[src/rtl/unop_pkg.sv]
package unop_pkg;

  typedef enum logic [3:0] {
    OP_CLR   = 4'd0,
    OP_COM   = 4'd1,
    OP_INC   = 4'd2,
    OP_DEC   = 4'd3,
    OP_NEG   = 4'd4,
    OP_TST   = 4'd5,
    OP_ASR   = 4'd6,
    OP_ASL   = 4'd7,
    OP_ROR   = 4'd8,
    OP_ROL   = 4'd9,
    OP_SWAB  = 4'd10,
    OP_ADC   = 4'd11,
    OP_SBC   = 4'd12,
    OP_SXT   = 4'd13,
    OP_CCSET = 4'd14,
    OP_CCCLR = 4'd15
  } op_e;

  typedef struct packed {
    logic n;
    logic z;
    logic v;
    logic c;
  } flags_t;

  function automatic logic is_shift(op_e o);
    return (o == OP_ASR) || (o == OP_ASL) || (o == OP_ROR) || (o == OP_ROL);
  endfunction

  function automatic logic is_ccop(op_e o);
    return (o == OP_CCSET) || (o == OP_CCCLR);
  endfunction

endpackage

[src/rtl/unop_arith.sv]
module unop_arith
  import unop_pkg::*;
#(
  parameter int W = 16
) (
  input  op_e          op,
  input  logic [W-1:0] x,
  input  logic         cin,
  input  logic         nin,
  output logic [W-1:0] r,
  output logic         v,
  output logic         c
);
  localparam logic [W-1:0] ZERO = '0;
  localparam logic [W-1:0] ONES = '1;
  localparam logic [W-1:0] ONE  = W'(1);
  localparam logic [W-1:0] MAXP = {1'b0, {(W-1){1'b1}}};
  localparam logic [W-1:0] MINN = {1'b1, {(W-1){1'b0}}};

  logic [W-1:0] cin_w;
  assign cin_w = {{(W-1){1'b0}}, cin};

  always_comb begin
    r = x;
    v = 1'b0;
    c = cin;
    unique case (op)
      OP_CLR: begin
        r = ZERO;
        c = 1'b0;
      end
      OP_COM: begin
        r = ~x;
        c = 1'b1;
      end
      OP_INC: begin
        r = x + ONE;
        v = (x == MAXP);
      end
      OP_DEC: begin
        r = x - ONE;
        v = (x == MINN);
      end
      OP_NEG: begin
        r = ZERO - x;
        v = (x == MINN);
        c = (x != ZERO);
      end
      OP_TST: begin
        r = x;
        c = 1'b0;
      end
      OP_ADC: begin
        r = x + cin_w;
        v = cin && (x == MAXP);
        c = cin && (x == ONES);
      end
      OP_SBC: begin
        r = x - cin_w;
        v = cin && (x == MINN);
        c = cin && (x == ZERO);
      end
      OP_SXT: begin
        r = {W{nin}};
      end
      default: begin
        r = x;
      end
    endcase
  end
endmodule

[src/rtl/unop_shift.sv]
module unop_shift
  import unop_pkg::*;
#(
  parameter int W = 16
) (
  input  op_e          op,
  input  logic [W-1:0] x,
  input  logic         cin,
  output logic [W-1:0] r,
  output logic         c
);
  always_comb begin
    r = x;
    c = cin;
    unique case (op)
      OP_ASR: begin
        r = {x[W-1], x[W-1:1]};
        c = x[0];
      end
      OP_ASL: begin
        r = {x[W-2:0], 1'b0};
        c = x[W-1];
      end
      OP_ROR: begin
        r = {cin, x[W-1:1]};
        c = x[0];
      end
      OP_ROL: begin
        r = {x[W-2:0], cin};
        c = x[W-1];
      end
      default: begin
        r = x;
        c = cin;
      end
    endcase
  end
endmodule

[src/rtl/unop_lane.sv]
module unop_lane
  import unop_pkg::*;
#(
  parameter int W = 16
) (
  input  op_e          op,
  input  logic [W-1:0] x,
  input  flags_t       fin,
  output logic [W-1:0] r,
  output flags_t       fo
);
  logic [W-1:0] ar, sr;
  logic         av, ac, sc;
  logic         sh;

  unop_arith #(.W(W)) u_arith (
    .op (op),
    .x  (x),
    .cin(fin.c),
    .nin(fin.n),
    .r  (ar),
    .v  (av),
    .c  (ac)
  );

  unop_shift #(.W(W)) u_shift (
    .op (op),
    .x  (x),
    .cin(fin.c),
    .r  (sr),
    .c  (sc)
  );

  assign sh = is_shift(op);

  always_comb begin
    r    = sh ? sr : ar;
    fo.n = r[W-1];
    fo.z = (r == '0);
    fo.c = sh ? sc : ac;
    fo.v = sh ? (fo.n ^ fo.c) : av;
  end
endmodule

[src/rtl/unop_ccop.sv]
module unop_ccop
  import unop_pkg::*;
(
  input  op_e    op,
  input  flags_t fin,
  input  flags_t mask,
  output flags_t fo
);
  always_comb begin
    unique case (op)
      OP_CCSET: fo = fin | mask;
      OP_CCCLR: fo = fin & ~mask;
      default:  fo = fin;
    endcase
  end
endmodule

[src/rtl/unop_exec.sv]
module unop_exec
  import unop_pkg::*;
#(
  parameter int WIDTH = 16
) (
  input  logic             clk,
  input  logic             rst,
  input  logic             in_valid,
  input  logic [3:0]       op,
  input  logic             byte_mode,
  input  logic [WIDTH-1:0] operand,
  input  logic [3:0]       flags_in,
  input  logic [3:0]       cc_mask,
  output logic             out_valid,
  output logic [WIDTH-1:0] result,
  output logic [3:0]       flags_out,
  output logic             wr_en
);
  localparam int HW    = WIDTH / 2;
  localparam int NLANE = 2;

  op_e    op_q;
  flags_t fin;
  flags_t cc_f;
  flags_t sw_f;
  flags_t nxt_f;
  logic [WIDTH-1:0] nxt_r;
  logic [WIDTH-1:0] sw_r;
  logic             nxt_wr;

  logic [WIDTH-1:0] lane_r [NLANE];
  flags_t           lane_f [NLANE];

  assign op_q = op_e'(op);
  assign fin  = flags_t'(flags_in);

  // lane 0 works at full width, lane 1 at half width
  for (genvar g = 0; g < NLANE; g++) begin : g_lane
    localparam int LW = WIDTH >> g;
    logic [LW-1:0] lr;
    flags_t        lf;
    unop_lane #(.W(LW)) u_lane (
      .op (op_q),
      .x  (operand[LW-1:0]),
      .fin(fin),
      .r  (lr),
      .fo (lf)
    );
    assign lane_r[g] = WIDTH'(lr);
    assign lane_f[g] = lf;
  end

  unop_ccop u_ccop (
    .op  (op_q),
    .fin (fin),
    .mask(flags_t'(cc_mask)),
    .fo  (cc_f)
  );

  // byte swap: whole word, flags from the new low byte
  always_comb begin
    sw_r   = {operand[HW-1:0], operand[WIDTH-1:HW]};
    sw_f.n = sw_r[HW-1];
    sw_f.z = (sw_r[HW-1:0] == '0);
    sw_f.v = 1'b0;
    sw_f.c = 1'b0;
  end

  always_comb begin
    nxt_wr = 1'b1;
    if (is_ccop(op_q)) begin
      nxt_r  = '0;
      nxt_f  = cc_f;
      nxt_wr = 1'b0;
    end else if (op_q == OP_SWAB) begin
      nxt_r = sw_r;
      nxt_f = sw_f;
    end else if (byte_mode) begin
      nxt_r = {operand[WIDTH-1:HW], lane_r[1][HW-1:0]};
      nxt_f = lane_f[1];
    end else begin
      nxt_r = lane_r[0];
      nxt_f = lane_f[0];
    end
    if (op_q == OP_TST) nxt_wr = 1'b0;
  end

  always_ff @(posedge clk) begin
    if (rst) begin
      out_valid <= 1'b0;
      wr_en     <= 1'b0;
      result    <= '0;
      flags_out <= '0;
    end else begin
      out_valid <= in_valid;
      wr_en     <= in_valid && nxt_wr;
      if (in_valid) begin
        result    <= nxt_r;
        flags_out <= nxt_f;
      end
    end
  end
endmodule

[config.mk]
export PLATFORM = sky130hd
export DESIGN_NAME = unop_exec
export DESIGN_NICKNAME = d
export VERILOG_FILES = /design/src/rtl/unop_pkg.sv /design/src/rtl/unop_arith.sv /design/src/rtl/unop_shift.sv /design/src/rtl/unop_lane.sv /design/src/rtl/unop_ccop.sv /design/src/rtl/unop_exec.sv
export SDC_FILE = /design/constraint.sdc
export NUM_CORES = 1
export LEC_CHECK = 0
export BUFFER_PORTS_ARGS = -buffer_cell sky130_fd_sc_hd__buf_2
export CAP_MARGIN = 20
export CELL_PAD_IN_SITES_DETAIL_PLACEMENT = 1
export CELL_PAD_IN_SITES_GLOBAL_PLACEMENT = 1
export CORE_MARGIN = 5
export CORE_UTILIZATION = 40
export DETAILED_ROUTE_END_ITERATION = 10
export PLACE_DENSITY_LB_ADDON = 0.1
export SYNTH_ARGS = -nofsm -noshare
export SYNTH_HDL_FRONTEND = slang
export SYNTH_HIERARCHICAL = 1
export SYNTH_SLANG_ARGS = --single-unit
[constraint.sdc]
create_clock -name clk -period 4.9 [get_ports clk]
set_clock_uncertainty 0.05 [all_clocks]
set_input_delay 0.245 -clock clk [delete_from_list [all_inputs] [get_ports clk]]
set_output_delay 0.245 -clock clk [all_outputs]
set_load 0.05 [all_outputs]
**Word-level counts from Yosys, hierarchy flattened**

Index checks and enable logic that the tools add are counted.

- Flip-flop bits (word level): 22
- Input port bits: 32

- $add $sub $neg: 10
- Eq/ne operators: 21
- Multiplexer cells: 25
- Bitwise logic cells: 7
- Reductions and logical operators: 25

Operator list:

| kind | count |
|---|---|
| $pmux 16 s8 | 1 |
| $mux 16 | 4 |
| $pmux 16 s4 | 1 |
| $pmux 8 s8 | 1 |
| $eq 16x16->1 const B | 2 |
| $eq 4x4->1 const B | 8 |
| $logic_not 16->1 | 2 |
| $pmux 8 s4 | 1 |
| $logic_not 8->1 | 3 |
| $add 16x1->16 | 1 |
| $add 16x1->16 const B | 1 |
| $eq 16x15->1 const B | 1 |
| $eq 4x3->1 const B | 4 |
| $eq 8x8->1 const B | 2 |
| $not 16->16 | 1 |
| $reduce_bool 16->1 | 1 |
| $sub 1x16->16 const A | 1 |
| $sub 16x1->16 | 1 |
| $sub 16x1->16 const B | 1 |
| $mux 4 | 3 |
| $pmux 1 s5 | 2 |
| $logic_and 1x1->1 | 9 |
| $add 8x1->8 | 1 |
| $add 8x1->8 const B | 1 |
| other kinds (20) | 35 |

**Longest topological paths before layout**

- Depth after elaboration: 10
- Depth in mapped cells: 23
- Gate-level depth less buffers: 22

**Hierarchy**

Netlist, hierarchy kept.

Modules (own cells, without submodules):

| module | instances | cells each | area each (um2) | seq. area each (um2) |
|---|---|---|---|---|
| unop_arith at g_lane[0].u_lane.u_arith | 1 | 302 | 1776.7 | 0.0 |
| unop_exec | 1 | 146 | 1163.6 | 440.4 |
| unop_arith at g_lane[1].u_lane.u_arith | 1 | 167 | 1103.6 | 0.0 |
| unop_lane at g_lane[0].u_lane | 1 | 134 | 834.6 | 0.0 |
| unop_shift at g_lane[0].u_lane.u_shift | 1 | 67 | 616.8 | 0.0 |
| unop_shift at g_lane[1].u_lane.u_shift | 1 | 39 | 285.3 | 0.0 |
| unop_lane at g_lane[1].u_lane | 1 | 23 | 244.0 | 0.0 |
| unop_ccop | 1 | 12 | 80.1 | 0.0 |

**Worst setup path after synthesis**

Ideal clock, no wire load.

- Kind: input-to-reg
- Start: in op[0]
- End: reg flags_out[2]
- Library setup time: 0.091 ns
- Data arrival time: 3.953 ns
- Required time: 4.759 ns
- Path slack: 0.806 ns
- Cell stages on the path: 22
- Cell sequence: buf_2 nand4bb_4 o21a_4 inv_2 buf_2 buf_1 ha_1 clkbuf_1 o211ai_1 or4_1 and3_1 or2_0 o311a_1 nor2b_1 o21a_1 a211oi_1 nor4_1 and4_1 mux2i_1 nor3_1 a21oi_1 a311oi_1

RTL lines:

| what | RTL line | RTL |
|---|---|---|
| start: declaration | unop_exec.sv:9 | `input logic [3:0] op,` |
| end signal: assignment | unop_exec.sv:99 | `flags_out <= nxt_f;` |
| end: declaration | unop_exec.sv:16 | `output logic [3:0] flags_out,` |

==> summary.txt <==
Route
  • DR vias: 7336
  • Post-DR wirelength/cell: 23.4 um
  • DRT Pass-1 Iters: 5
  • Remaining routing DRC violations: 0
  • Routed vias/inst: 6.74
  • 1st-iter DRT viols: 613
  • Post-Route WL: 25.5 mm
  • Post-route ant nets: 0

Clock tree
  • Longest Clk Path Bufs: 2
  • Clk_lat worst skew: 0.26 ns
  • Clock root buffer: clkbuf_16
  • Htree depth: 1
  • Clk sinks: 22
  • Worst-path clk slew: 0.06 ns
  • CTS tree: built
  • Post-CTS setup buffer count: 0
  • # hold bufs at CTS: 0
  • TritonCTS buffer count: 3
  • Post-CTS Resized: 0

Cells and area
  • Diode count: 0
  • Area of the multi-input gates: 5100 sq um
  • Share of layout cells above drive strength 1: 16.0%
  • Reg area: 440 sq um
  • Syn-to-layout area delta: 6.91%
  • Nets@finish: 947
  • Filler cells: 1981

Critical path
  • Crit path DAT: 4.56 ns
  • R2R Path Start: flags_out[2]
  • Maximum fanout along the worst path: 13
  • Critical Path Start: op[2]
  • Critical path class: in -> reg
  • Crit path capture type: register
  • CP required: 5.01 ns
  • CP startpoint kind: input port
  • Critical-path top delay cell: or4b_2
  • CP cell instances: buf_2 -> buf_4 -> nand3b_1 -> nand2_1 -> nand2_1 -> ha_1 -> nand2b_1 -> or4b_2 -> or3_1 -> o22ai_1 -> a21oi_1 -> o22a_1 -> nor2b_1 -> o21a_1 -> a211oi_1 -> nor4_1 -> and4_1 -> mux2i_1 -> nor3_1 -> a21oi_1 -> a311oi_1
  • Max incr delay on CP: 0.67 ns

Synth
  • Ys flop type: dfxtp_1
  • Dominant cells by area after synthesis: mux2i_1, dfxtp_1, a21oi_1
  • Simple-gate share of the synthesized area: 32.5%
  • Unique cell type count in the Yosys netlist: 99
  • Post-synth ARST share: 0%
  • Syn Area/Cell: 6.86 sq um
  • Seq/Total Area, Yosys: 7.21%
  • Most common cell in the netlist: a21oi_1
  • Mapped Area: 6100 sq um
  • EDFF count, synth: 0
  • Post-Synth Adder-Cell Area: 2.87%
  • Ys Warns: 6
  • Largest family of logic cells by synthesized area: compound AO/OA/AOI/OAI gates
  • Synth Area in Compound Gates: 34.9%
  • Mux cell area share after synthesis: 12.0%
  • Area leader, netlist: mux2i_1
  • Xor and xnor area share after synthesis: 1.29%
  • Post-synth top area share: 9.02%
  • Post-synth top cells: a21oi_1, nor2_1, nor3_1
  • Syn Nets: 936
  • Yosys reg bits: 22
  • Mapped Cells: 890

Timing
  • Peak Freq: 225 MHz
  • Hold_ws: 0.184 ns
  • Slew Limit Fails: 0
  • RSZ-0062 raised after global routing: false
  • Slew headroom: 30.4%
  • Final Cycle Share: 90.7%
  • Fin crit period: 4.45 ns
  • Final setup TNS: 0 ns
  • Slew of the pin with the lowest slew margin: 1.03 ns
  • Final hold violations: 0
  • # setup viols final: 0

Power and ir drop
  • Pleak: 2.54 nW
  • Power Dens Cells: 179 nW/um^2
  • Max VDD drop: 149 uV

Min path
  • Hold Crit Start: rst
  • Worst hold path class: in -> reg

Global routing
  • Global-route wire length before repair: 40.2 mm
  • Number of global-route vias before repair: 7255
  • Pin count of the biggest net entering global routing: 56
  • GRT overflow: 0
  • Total global-route track usage: 27.5%
  • Initial antenna violation count: 0

Die
  • Die Area: 17800 sq um
  • Die width: 134 um
  • Die H: 134 um
  • Initial Utilization: 40.5%
  • Num ports: 54
  • Core Area: 15100 sq um
  • Row count: 45

Flow run
  • Max cap viols: 0

Placed design
  • DPL Wire Length: 18.8 mm
  • Port Buffers: 53
  • Global placement routability congestion: 0.949

Run status
  • Outcome: completed
## final cells by class
type                    count  area share [%]
multi-input cells         757            78.1
inverters                  28            1.65
clock buffers               3            1.15
flip-flops and latches     22            6.75
repair buffers             89            8.24
clock inverters             1           0.460
well taps                 188            3.60
## power breakdown
| group | total, mW | switching (mW) | internal, mW |
|---|---|---|---|
| Sequential | 0.201 | 0.00712 | 0.194 |
| Clock | 0.230 | 0.0675 | 0.162 |
| Combinational | 0.735 | 0.481 | 0.254 |
## worst paths after layout
check | endpoint | slack [ns] | cells past startpoint
worst max-delay path | flags_out[2] | 0.45 | 21
worst min-delay path | flags_out[3] | 0.18 | 2
worst max register to register | flags_out[2] | 4.10 | 2
worst min register to register | result[13] | 0.40 | 2
## logic make-up after synthesis
logic type / Yosys count
AOI/OAI and AO/OA: 302
xor gates and xnor gates: 9
adders and majority gates: 14
buffers and inverters: 111
DFF: 22
muxes: 68
and+or+nand+nor: 364
## worst max-delay path: cells and delay by family
family | cells | cell delay, ns
buffers and inverters | 2 | 0.44
AOI/OAI and AO/OA | 7 | 1.07
muxes | 1 | 0.07
and+or+nand+nor | 10 | 2.48
adders and majority gates | 1 | 0.25
## stage by stage
stage	power, mW	std cells	utilization (%)	cell area (sq um)	setup slack, ns
floorplan	0.718	890	-	6100	0.806
CTS	1.16	1087	43.2	6520	0.461
global placement	0.904	1083	42.5	6410	0.454
global route	1.23	1088	43.3	6530	0.141
detailed placement	0.925	1083	42.5	6410	0.220
finish	1.17	1088	43.3	6530	0.454
## layer usage
metal / vias to the layer above / wire [um] / part of all wire [%] / track usage (%)
met3: 62 / 1660 / 6.5 / 3.89
met4: 0 / 919 / 3.6 / 10.2
li1: 3390 / - / - / -
met1: 3623 / 11100 / 43 / 36.5
met2: 261 / 11800 / 46 / 45.3
met5: - / 0 / 0 / 0
## layout by cell type, fill, tap and decap left out, types with 4 or more instances in the layout
master and instances:
ha_1 14, xor2_1 4, o311a_1 4, or4_1 5
a311o_1 5, o22ai_1 26, o21a_1 21, or3_1 9
o211ai_1 6, mux2_4 10, nor2_1 74, nand2b_1 14
and3_1 6, xnor2_1 5, a31oi_1 9, a21oi_1 84
nor4_1 20, a21oi_4 11, nor2b_1 31, nand4_1 13
a21boi_0 4, o21ai_0 40, dfxtp_1 22, o221ai_1 4
mux2i_1 55, a211oi_1 25, o22a_1 5, buf_2 52
inv_1 26, a211o_1 5, nor3_1 74, nand3_1 22
nand2_1 56, a2bb2oi_1 5, buf_4 37, nand3b_1 5
o31ai_1 4
## state kept, by name, summed over array words and instances, names as in the netlist
name	flops
result	16
flags_out	4
out_valid	1
wr_en	1
(Power assumes the default switching activity.)
